==> src/rtl/tri_port_pkg.sv <==
`timescale 1ns/1ps
package tri_port_pkg;
  localparam int BUS_W  = 8;
  localparam int HALF_W = BUS_W / 2;
  localparam int ADDR_W = 2;

  // configuration word bit positions
  localparam int CW_VALID   = 7;
  localparam int CW_DIR_A   = 4;
  localparam int CW_DIR_CHI = 3;
  localparam int CW_DIR_B   = 1;
  localparam int CW_DIR_CLO = 0;

  typedef enum logic [ADDR_W-1:0] {
    SEL_A    = 2'd0,
    SEL_B    = 2'd1,
    SEL_C    = 2'd2,
    SEL_CTRL = 2'd3
  } regSel_t;

  typedef struct packed {
    logic    wrA;
    logic    wrB;
    logic    wrC;
    logic    wrCtrl;
    logic    rdEn;
    regSel_t rdSel;
  } busStrobe_t;
endpackage

==> src/rtl/tri_port_busctl.sv <==
`timescale 1ns/1ps
module tri_port_busctl
  import tri_port_pkg::*;
(
  input  logic              csN,
  input  logic              rdN,
  input  logic              wrN,
  input  logic [ADDR_W-1:0] addr,
  input  logic              cwValid,
  output busStrobe_t        strb
);
  logic wrActive;
  regSel_t sel;

  assign wrActive = !csN && !wrN;
  assign sel      = regSel_t'(addr);

  always_comb begin
    strb        = '0;
    strb.rdEn   = !csN && !rdN;
    strb.rdSel  = sel;
    if (wrActive) begin
      unique case (sel)
        SEL_A:    strb.wrA    = 1'b1;
        SEL_B:    strb.wrB    = 1'b1;
        SEL_C:    strb.wrC    = 1'b1;
        SEL_CTRL: strb.wrCtrl = cwValid;
        default:  strb.wrA    = 1'b0;
      endcase
    end
  end
endmodule

==> src/rtl/tri_port_lane.sv <==
`timescale 1ns/1ps
module tri_port_lane #(
  parameter int W = 8
) (
  input  logic         clk,
  input  logic         rstN,
  input  logic         wrEn,
  input  logic         clrEn,
  input  logic         isInput,
  input  logic [W-1:0] wrData,
  input  logic [W-1:0] pinIn,
  output logic [W-1:0] pinOut,
  output logic [W-1:0] pinOe,
  output logic [W-1:0] rdVal
);
  logic [W-1:0] latchQ;

  always_ff @(posedge clk or negedge rstN) begin
    if (!rstN)                 latchQ <= '0;
    else if (clrEn)            latchQ <= '0;
    else if (wrEn && !isInput) latchQ <= wrData;
  end

  assign pinOut = latchQ;
  assign pinOe  = {W{!isInput}};
  assign rdVal  = isInput ? pinIn : latchQ;
endmodule

==> src/rtl/tri_port_dp.sv <==
`timescale 1ns/1ps
module tri_port_dp
  import tri_port_pkg::*;
#(
  parameter logic [BUS_W-1:0] RESET_CTRL = 8'h9B
) (
  input  logic             clk,
  input  logic             rstN,
  input  busStrobe_t       strb,
  input  logic [BUS_W-1:0] wrData,
  output logic [BUS_W-1:0] rdData,
  input  logic [BUS_W-1:0] portAIn,
  output logic [BUS_W-1:0] portAOut,
  output logic [BUS_W-1:0] portAOe,
  input  logic [BUS_W-1:0] portBIn,
  output logic [BUS_W-1:0] portBOut,
  output logic [BUS_W-1:0] portBOe,
  input  logic [BUS_W-1:0] portCIn,
  output logic [BUS_W-1:0] portCOut,
  output logic [BUS_W-1:0] portCOe
);
  logic [BUS_W-1:0] ctrlReg;
  logic [BUS_W-1:0] rdA, rdB, rdC;

  always_ff @(posedge clk or negedge rstN) begin
    if (!rstN)            ctrlReg <= RESET_CTRL;
    else if (strb.wrCtrl) ctrlReg <= wrData;
  end

  tri_port_lane #(.W(BUS_W)) u_laneA (
    .clk(clk), .rstN(rstN), .wrEn(strb.wrA), .clrEn(strb.wrCtrl),
    .isInput(ctrlReg[CW_DIR_A]), .wrData(wrData), .pinIn(portAIn),
    .pinOut(portAOut), .pinOe(portAOe), .rdVal(rdA)
  );

  tri_port_lane #(.W(BUS_W)) u_laneB (
    .clk(clk), .rstN(rstN), .wrEn(strb.wrB), .clrEn(strb.wrCtrl),
    .isInput(ctrlReg[CW_DIR_B]), .wrData(wrData), .pinIn(portBIn),
    .pinOut(portBOut), .pinOe(portBOe), .rdVal(rdB)
  );

  for (genvar h = 0; h < 2; h++) begin : g_cHalf
    localparam int DIR_BIT = (h == 0) ? CW_DIR_CLO : CW_DIR_CHI;
    tri_port_lane #(.W(HALF_W)) u_laneC (
      .clk(clk), .rstN(rstN), .wrEn(strb.wrC), .clrEn(strb.wrCtrl),
      .isInput(ctrlReg[DIR_BIT]),
      .wrData(wrData[h*HALF_W +: HALF_W]),
      .pinIn(portCIn[h*HALF_W +: HALF_W]),
      .pinOut(portCOut[h*HALF_W +: HALF_W]),
      .pinOe(portCOe[h*HALF_W +: HALF_W]),
      .rdVal(rdC[h*HALF_W +: HALF_W])
    );
  end

  always_comb begin
    rdData = '0;
    if (strb.rdEn) begin
      unique case (strb.rdSel)
        SEL_A:    rdData = rdA;
        SEL_B:    rdData = rdB;
        SEL_C:    rdData = rdC;
        SEL_CTRL: rdData = ctrlReg;
        default:  rdData = '0;
      endcase
    end
  end
endmodule

==> src/rtl/tri_port_io.sv <==
`timescale 1ns/1ps
module tri_port_io
  import tri_port_pkg::*;
#(
  parameter logic [7:0] RESET_CTRL = 8'h9B
) (
  input  logic       clk,
  input  logic       rstN,
  input  logic       csN,
  input  logic       rdN,
  input  logic       wrN,
  input  logic [1:0] addr,
  input  logic [7:0] wrData,
  output logic [7:0] rdData,
  input  logic [7:0] portAIn,
  output logic [7:0] portAOut,
  output logic [7:0] portAOe,
  input  logic [7:0] portBIn,
  output logic [7:0] portBOut,
  output logic [7:0] portBOe,
  input  logic [7:0] portCIn,
  output logic [7:0] portCOut,
  output logic [7:0] portCOe
);
  busStrobe_t strb;

  tri_port_busctl u_busctl (
    .csN(csN), .rdN(rdN), .wrN(wrN), .addr(addr),
    .cwValid(wrData[CW_VALID]), .strb(strb)
  );

  tri_port_dp #(.RESET_CTRL(RESET_CTRL)) u_dp (
    .clk(clk), .rstN(rstN), .strb(strb), .wrData(wrData), .rdData(rdData),
    .portAIn(portAIn), .portAOut(portAOut), .portAOe(portAOe),
    .portBIn(portBIn), .portBOut(portBOut), .portBOe(portBOe),
    .portCIn(portCIn), .portCOut(portCOut), .portCOe(portCOe)
  );
endmodule

==> config.mk <==
export PLATFORM = sky130hd
export DESIGN_NAME = tri_port_io
export DESIGN_NICKNAME = d
export VERILOG_FILES = /design/src/rtl/tri_port_pkg.sv /design/src/rtl/tri_port_busctl.sv /design/src/rtl/tri_port_lane.sv /design/src/rtl/tri_port_dp.sv /design/src/rtl/tri_port_io.sv
export SDC_FILE = /design/constraint.sdc
export NUM_CORES = 1
export LEC_CHECK = 0
export BUFFER_PORTS_ARGS = -buffer_cell sky130_fd_sc_hd__buf_2
export CORE_MARGIN = 2
export CORE_UTILIZATION = 51
export DETAILED_ROUTE_END_ITERATION = 7
export GPL_TIMING_DRIVEN = 0
export PLACE_DENSITY = 0.86
export SYNTH_ARGS = -nofsm -noshare
export SYNTH_HDL_FRONTEND = slang
export SYNTH_SLANG_ARGS = --single-unit
==> constraint.sdc <==
create_clock -name clk -period 3.3 [get_ports clk]
set_clock_uncertainty 0.2 [all_clocks]
set_input_delay 0.495 -clock clk [delete_from_list [all_inputs] [get_ports clk]]
set_output_delay 0.495 -clock clk [all_outputs]
set_load 0.005 [all_outputs]
Word level (Yosys, flattened, before mapping)
Cells that the tools add are included.
{"block": "op_classes", "n_reduce_logical": 18, "mux": 19, "n_eq_ne": 3}
{"cell": "8-bit two-way mux", "count": 7}
{"cell": "8-bit case mux with 4 select lines", "count": 1}
{"cell": "4-bit two-way mux", "count": 7}
{"cell": "2-bit nonzero test", "count": 4}
{"cell": "1-bit logical NOT", "count": 7}
{"cell": "1-bit logical AND", "count": 6}
{"cell": "2-bit == test (second input constant)", "count": 2}
{"cell": "1-bit two-way mux", "count": 4}
{"cell": "2-bit by 1-bit == test with 1-bit output (second input constant)", "count": 1}
{"cell": "2-bit logical NOT", "count": 1}
{"block": "word_totals", "elab_cells": 45, "regBits": 32}

Longest topological paths before layout
{"block": "depth", "ltp_word": 6, "ltp_mapped": 6, "depth_no_buf": 3}

Hierarchy
A second synthesis with hierarchy kept.
{"block": "hier_totals", "cells_unflattened": 208, "area_unflattened_um2": 2306.0}
{"mod": "tri_port_lane (u_dp.u_laneA ...)", "seq_area_each_um2": 200.2, "cells_each": 51, "area_per_inst_um2": 551.8, "n_inst": 2}
{"mod": "tri_port_lane (u_dp.g_cHalf[0].u_laneC ...)", "seq_area_each_um2": 100.1, "cells_each": 26, "area_per_inst_um2": 296.5, "n_inst": 2}
{"mod": "tri_port_dp", "seq_area_each_um2": 206.4, "cells_each": 46, "area_per_inst_um2": 556.8, "n_inst": 1}
{"mod": "tri_port_busctl", "seq_area_each_um2": 0.0, "cells_each": 8, "area_per_inst_um2": 52.6, "n_inst": 1}

Least setup slack after synthesis
OpenSTA, ideal clock, no wires.
{"block": "synth_path", "path_type": "input port to output port", "start": "in addr[1]", "end": "out rdData[6]", "arrival_ns": 1.372, "required_time_ns": 2.605, "stages": 5, "path_buffers": 2, "setup_slack_ns": 1.233, "path_cell_list": "buf_4 > nand2b_1 > clkbuf_1 > o22ai_1 > a211oi_1"}
{"block": "synth_between", "elab_chain_len": 3, "word_cells_on_any_way": 6, "classes_between": "3 x eq/ne; 2 x mux; 1 x reduce/logical"}
{"item": "start: declaration", "line_no": "tri_port_io.sv:12", "source": "input logic [1:0] addr,"}
{"item": "2-bit == test, or another cell as far along", "line_no": "tri_port_dp.sv:58", "source": "unique case (strb.rdSel)"}
{"item": "8-bit case mux with 4 select lines (*)", "line_no": "tri_port_dp.sv:58"}
{"item": "8-bit two-way mux (*)", "line_no": "tri_port_dp.sv:57", "source": "if (strb.rdEn) begin"}
{"item": "end: declaration", "line_no": "tri_port_io.sv:14", "source": "output logic [7:0] rdData,"}
Mark *: on every way between the ends. The rest lies on a longest branch, timed or not.

Worst setup path after layout
{"block": "layout_path", "start": "reg u_dp.ctrlReg[3]", "end": "out rdData[7]"}
{"block": "layout_between", "elab_chain_len": 3}
{"item": "start: declaration", "line_no": "tri_port_dp.sv:22", "source": "logic [BUS_W-1:0] ctrlReg;"}
{"item": "start signal: assignment", "line_no": "tri_port_dp.sv:27", "source": "else if (strb.wrCtrl) ctrlReg <= wrData;"}
{"item": "4-bit two-way mux", "line_no": "tri_port_lane.sv:26", "source": "assign rdVal = isInput ? pinIn : latchQ;"}
{"item": "8-bit case mux with 4 select lines", "line_no": "tri_port_dp.sv:58"}
{"item": "8-bit two-way mux", "line_no": "tri_port_dp.sv:57"}
No other way between the ends.

==> results.md <==
Synth:
- The number of distinct library cells after synthesis is 35.
- In the synthesized netlist the async set-or-reset flop fraction comes to 100%.
- After synthesis, flip-flops and latches occupy 39.3% of the total area.
- Summed over its instances, the top area cell type makes up 32.9% of the synthesized netlist area.
- Yosys attributes the largest share of cell area to dfrtp_1 33%, mux2_2 10%, buf_4 7.7%.
- For this run, the number of Yosys warnings is 0.
- The commonest cells after synthesis are 27 x dfrtp_1, 25 x o21ai_0, 21 x buf_4.
- The mean area per synthesized cell is 9.78 um2.
- Among all cell types in the netlist, the one instantiated most often is dfrtp_1.
- Among all flip-flop cells after synthesis, the most frequent one is dfrtp_1.
- The number of synthesized flops with an enable pin is 0.
- The area of the mapped netlist is 2050 um2.
- Synthesis produced a netlist whose cell count is 210.
- Counting flops and latches in the post-synthesis netlist gives 32.
- Synthesis produced a netlist with a net count of 249.
- The leading area contributor after synthesis is dfrtp_1.

STA:
- The minimum period implied by the final worst setup slack is 2.75 ns.
- The number of slew-limit violations in the final report is 0.
- The final count of hold timing violations is 0.
- Based on the critical path, the design can be clocked at up to 363 MHz.
- Setup violations remaining at the end of the flow were counted as 0.
- The sum of negative setup slack is 0 ns.
- After layout, the worst setup slack is 0.546 ns.
- The transition at the pin with the smallest max-transition slack is 0.718 ns.
- Of the available clock period, the critical path in the final layout requires 83.5%.
- The headroom to the max-slew limit is 52.1%.
- Setup repair after global routing left no endpoint under its margin.

Clock tree:
- The number of buffers on the longest clock path is 2.
- Clock tree synthesis found a total of 32 sinks.
- In this run the post-CTS setup repair buffer count came out at 0.
- The register clock-pin slew on the reported worst setup and hold paths is 0.07 ns.
- The number of buffers inserted during clock tree synthesis is 5.
- TritonCTS built the clock tree.
- The total number of H-tree levels is 2.
- After clock tree synthesis, the repair step resized 0 gates.
- The clock reaches the later pin of the worst-skew pair after 0.29 ns.
- The root buffer cell chosen for the clock tree is clkbuf_8.
- The total of hold buffers inserted after clock tree synthesis is 0.

Global routing:
- Entering global routing, the biggest net connects 33 pins.
- The aggregate global-route resource usage is 27.0%.
- The initial antenna violation count was 0.
- The wire length of the first global-routing pass is 8960 um.
- The via count of the first global-routing pass was 1837.
- The total overflow reported by the global router is 0.

Setup path:
- At the worst endpoint, the required time is 2.60 ns.
- By startpoint and endpoint, the worst setup path is classified as reg2out.
- The worst setup path is launched from a register.
- On the worst path, the slowest cell contributes a delay of 0.51 ns.
- At the worst endpoint, the arrival time is 2.06 ns.
- The critical path goes through clkbuf_1 -> mux2_2 -> o22ai_1 -> a211oi_1 -> buf_2.
- The standard cell with the maximum stage delay on the critical path is dfstp_2.
- In this run the worst path has a maximum fanout of 10.
- STA classifies the critical path endpoint as a primary output.

Routing:
- Detailed routing inserted a total of 2043 vias.
- For this run, design rule violations remaining after detail routing come to 0.
- The count of nets left with antenna violations after detail routing is 0.
- After detailed routing, the average wire length per cell comes to 16.2 um.
- The total length of routed wires is 5820 um.
- The detail-routed via count per cell is 5.69.
- The total iterations of the first detailed-routing run is 4.
- The initial detailed-routing violation count is 113.

Floorplanning:
- The die outline width is 67.5 um.
- The die covers 4550 um2.
- The number of cell rows is 23.
- The initial utilization of the core area, before any placement, comes to 52.1%.
- The standard cell core area is 3940 um2.
- The die height is 67.5 um.
- The number of top-level pins is 95.

Pwr:
- The fraction of power spent switching nets is 33.0%.
- The internal power contribution is 961 uW.
- The relative contribution of the clock network to total power is 20.6%.
- VDD sags by at most 319 uV.
- The power per standard cell area is 540 nW/um2.
- Registers are responsible for 38.1% of the overall power.
- Combinational logic is responsible for 41.3% of the overall power.
- The static power due to leakage is 1.28 nW.
- In this run the power spent charging and discharging nets is 472 uW.

Place:
- The sum of net half-perimeters after detailed placement is 4320 um.
- Prior to clock tree synthesis, the placed netlist has a worst setup slack of 0.793 ns.
- The number of port buffers is 91.
- The final weighted congestion in routability-driven placement is 0.868.

Final layout:
- In the final design database the tool counted 347 nets.
- From synthesis to final layout, the design area changed by 29.2%.
- In the final layout, the share of cells above drive strength 1 is 51.8%.
- The number of antenna diodes is 0.

Job:
- Max-cap violations in this run came to 0.

Worst hold path:
- The min-delay analysis places its worst path in the category in2async.

Outcome:
- The flow ran to the end, and the final reports show no timing, DRC or antenna violations.
==> registers in the layout, summed over array words and instances (netlist names) <==
register                     cells
u_dp.u_laneB.pinOut              8
u_dp.u_laneA.pinOut              8
u_dp.g_cHalf.u_laneC.pinOut      8
u_dp.ctrlReg                     8
==> power by group through the flow <==
stage	clock, mW	combinational (mW)	sequential, mW
after floorplan	0	0.360	0.547
after global placement	0	0.574	0.549
after detailed placement	0	0.589	0.552
after CTS	0.295	0.593	0.545
after global routing	0.311	0.654	0.556
final	0.295	0.591	0.547
==> cell families after synthesis <==
group | count (synthesis) | share of synthesized area, %
DFF | 32 | 39.3
AOI/OAI and AO/OA | 67 | 19.5
muxes | 29 | 15.8
and+or+nand+nor | 40 | 12.7
buffers and inverters | 42 | 12.7
==> routing by layer <==
metal,part of all wire [%],wire length [um],vias up,track usage (%)
met2,48,2790,115,42.2
met3,9.3,540,9,5.67
met4,1.9,111,0,13.3
met5,0,0,-,0
li1,-,-,948,-
met1,41,2370,971,35.5
==> final cells by class <==
type                            instances  area, um2
Inverter                                5       18.8
Tap cell                               50       62.6
Clock buffer                            7       76.3
Timing Repair Buffer                   91        455
Fill cell                             323       1290
Sequential cell                        32        807
Multi-Input combinational cell        136        986
Clock inverter                          1       5.00
Buffer                                 37        241
==> cells in the final DEF, fill, tap and decap left out, drive strengths merged <==
cell type / count
clkinv: 1
mux2: 21
nor2b: 1
a31oi: 2
or3: 2
inv: 5
nor3: 2
nor2: 4
a22oi: 1
clkbuf: 14
a22o: 7
nor4: 2
nand3: 16
a21oi: 16
nor4bb: 1
and2: 2
o22ai: 7
nor3b: 1
o31ai: 1
dfstp: 5
a311oi: 1
and3: 1
mux2i: 8
or2: 2
nand2: 1
nor4b: 1
o2bb2ai: 1
dfrtp: 27
buf: 121
nand2b: 4
a211oi: 6
o21ai: 25
==> worst paths after layout <==
| check | depth (start not counted) | endpoint | slack (ns) | startpoint |
|---|---|---|---|---|
| worst min register to register | 1 | u_dp.ctrlReg[2] | 0.30 | u_dp.ctrlReg[2] |
| max in group asynchronous | 1 | u_dp.u_laneA.pinOut[5] | 2.38 | rstN |
| worst min-delay path | 1 | u_dp.g_cHalf[0].u_laneC.pinOut[2] | 0.05 | rstN |
| min in group clk | 2 | u_dp.g_cHalf[1].u_laneC.pinOut[0] | 0.27 | wrData[4] |
| worst max register to register | 4 | u_dp.g_cHalf[0].u_laneC.pinOut[1] | 1.33 | u_dp.ctrlReg[0] |
| worst max-delay path | 5 | rdData[7] | 0.55 | u_dp.ctrlReg[3] |
==> per-stage QoR <==
stage          utilization [%]  cell area [um2]  power [mW]  hold WS, ns  std cells
6_report                  67.3             2650        1.43       0.0511        359
5_1_grt                   67.3             2650        1.52       0.0996        359
4_1_cts                   67.3             2650        1.43       0.0705        359
3_5_place_dp              65.2             2570        1.14        0.291        351
3_3_place_gp              65.2             2570        1.12        0.287        351
2_1_floorplan                -             2050       0.908    -0.000591        210
==> critical path: cells and delay by family, from the launching register on <==
kind	cells	cell delay, ns
compound gates	2	0.32
buf+inv	2	0.55
flops	1	0.51
mux	1	0.40
No activity file was read; power rests on OpenSTA's default activity.
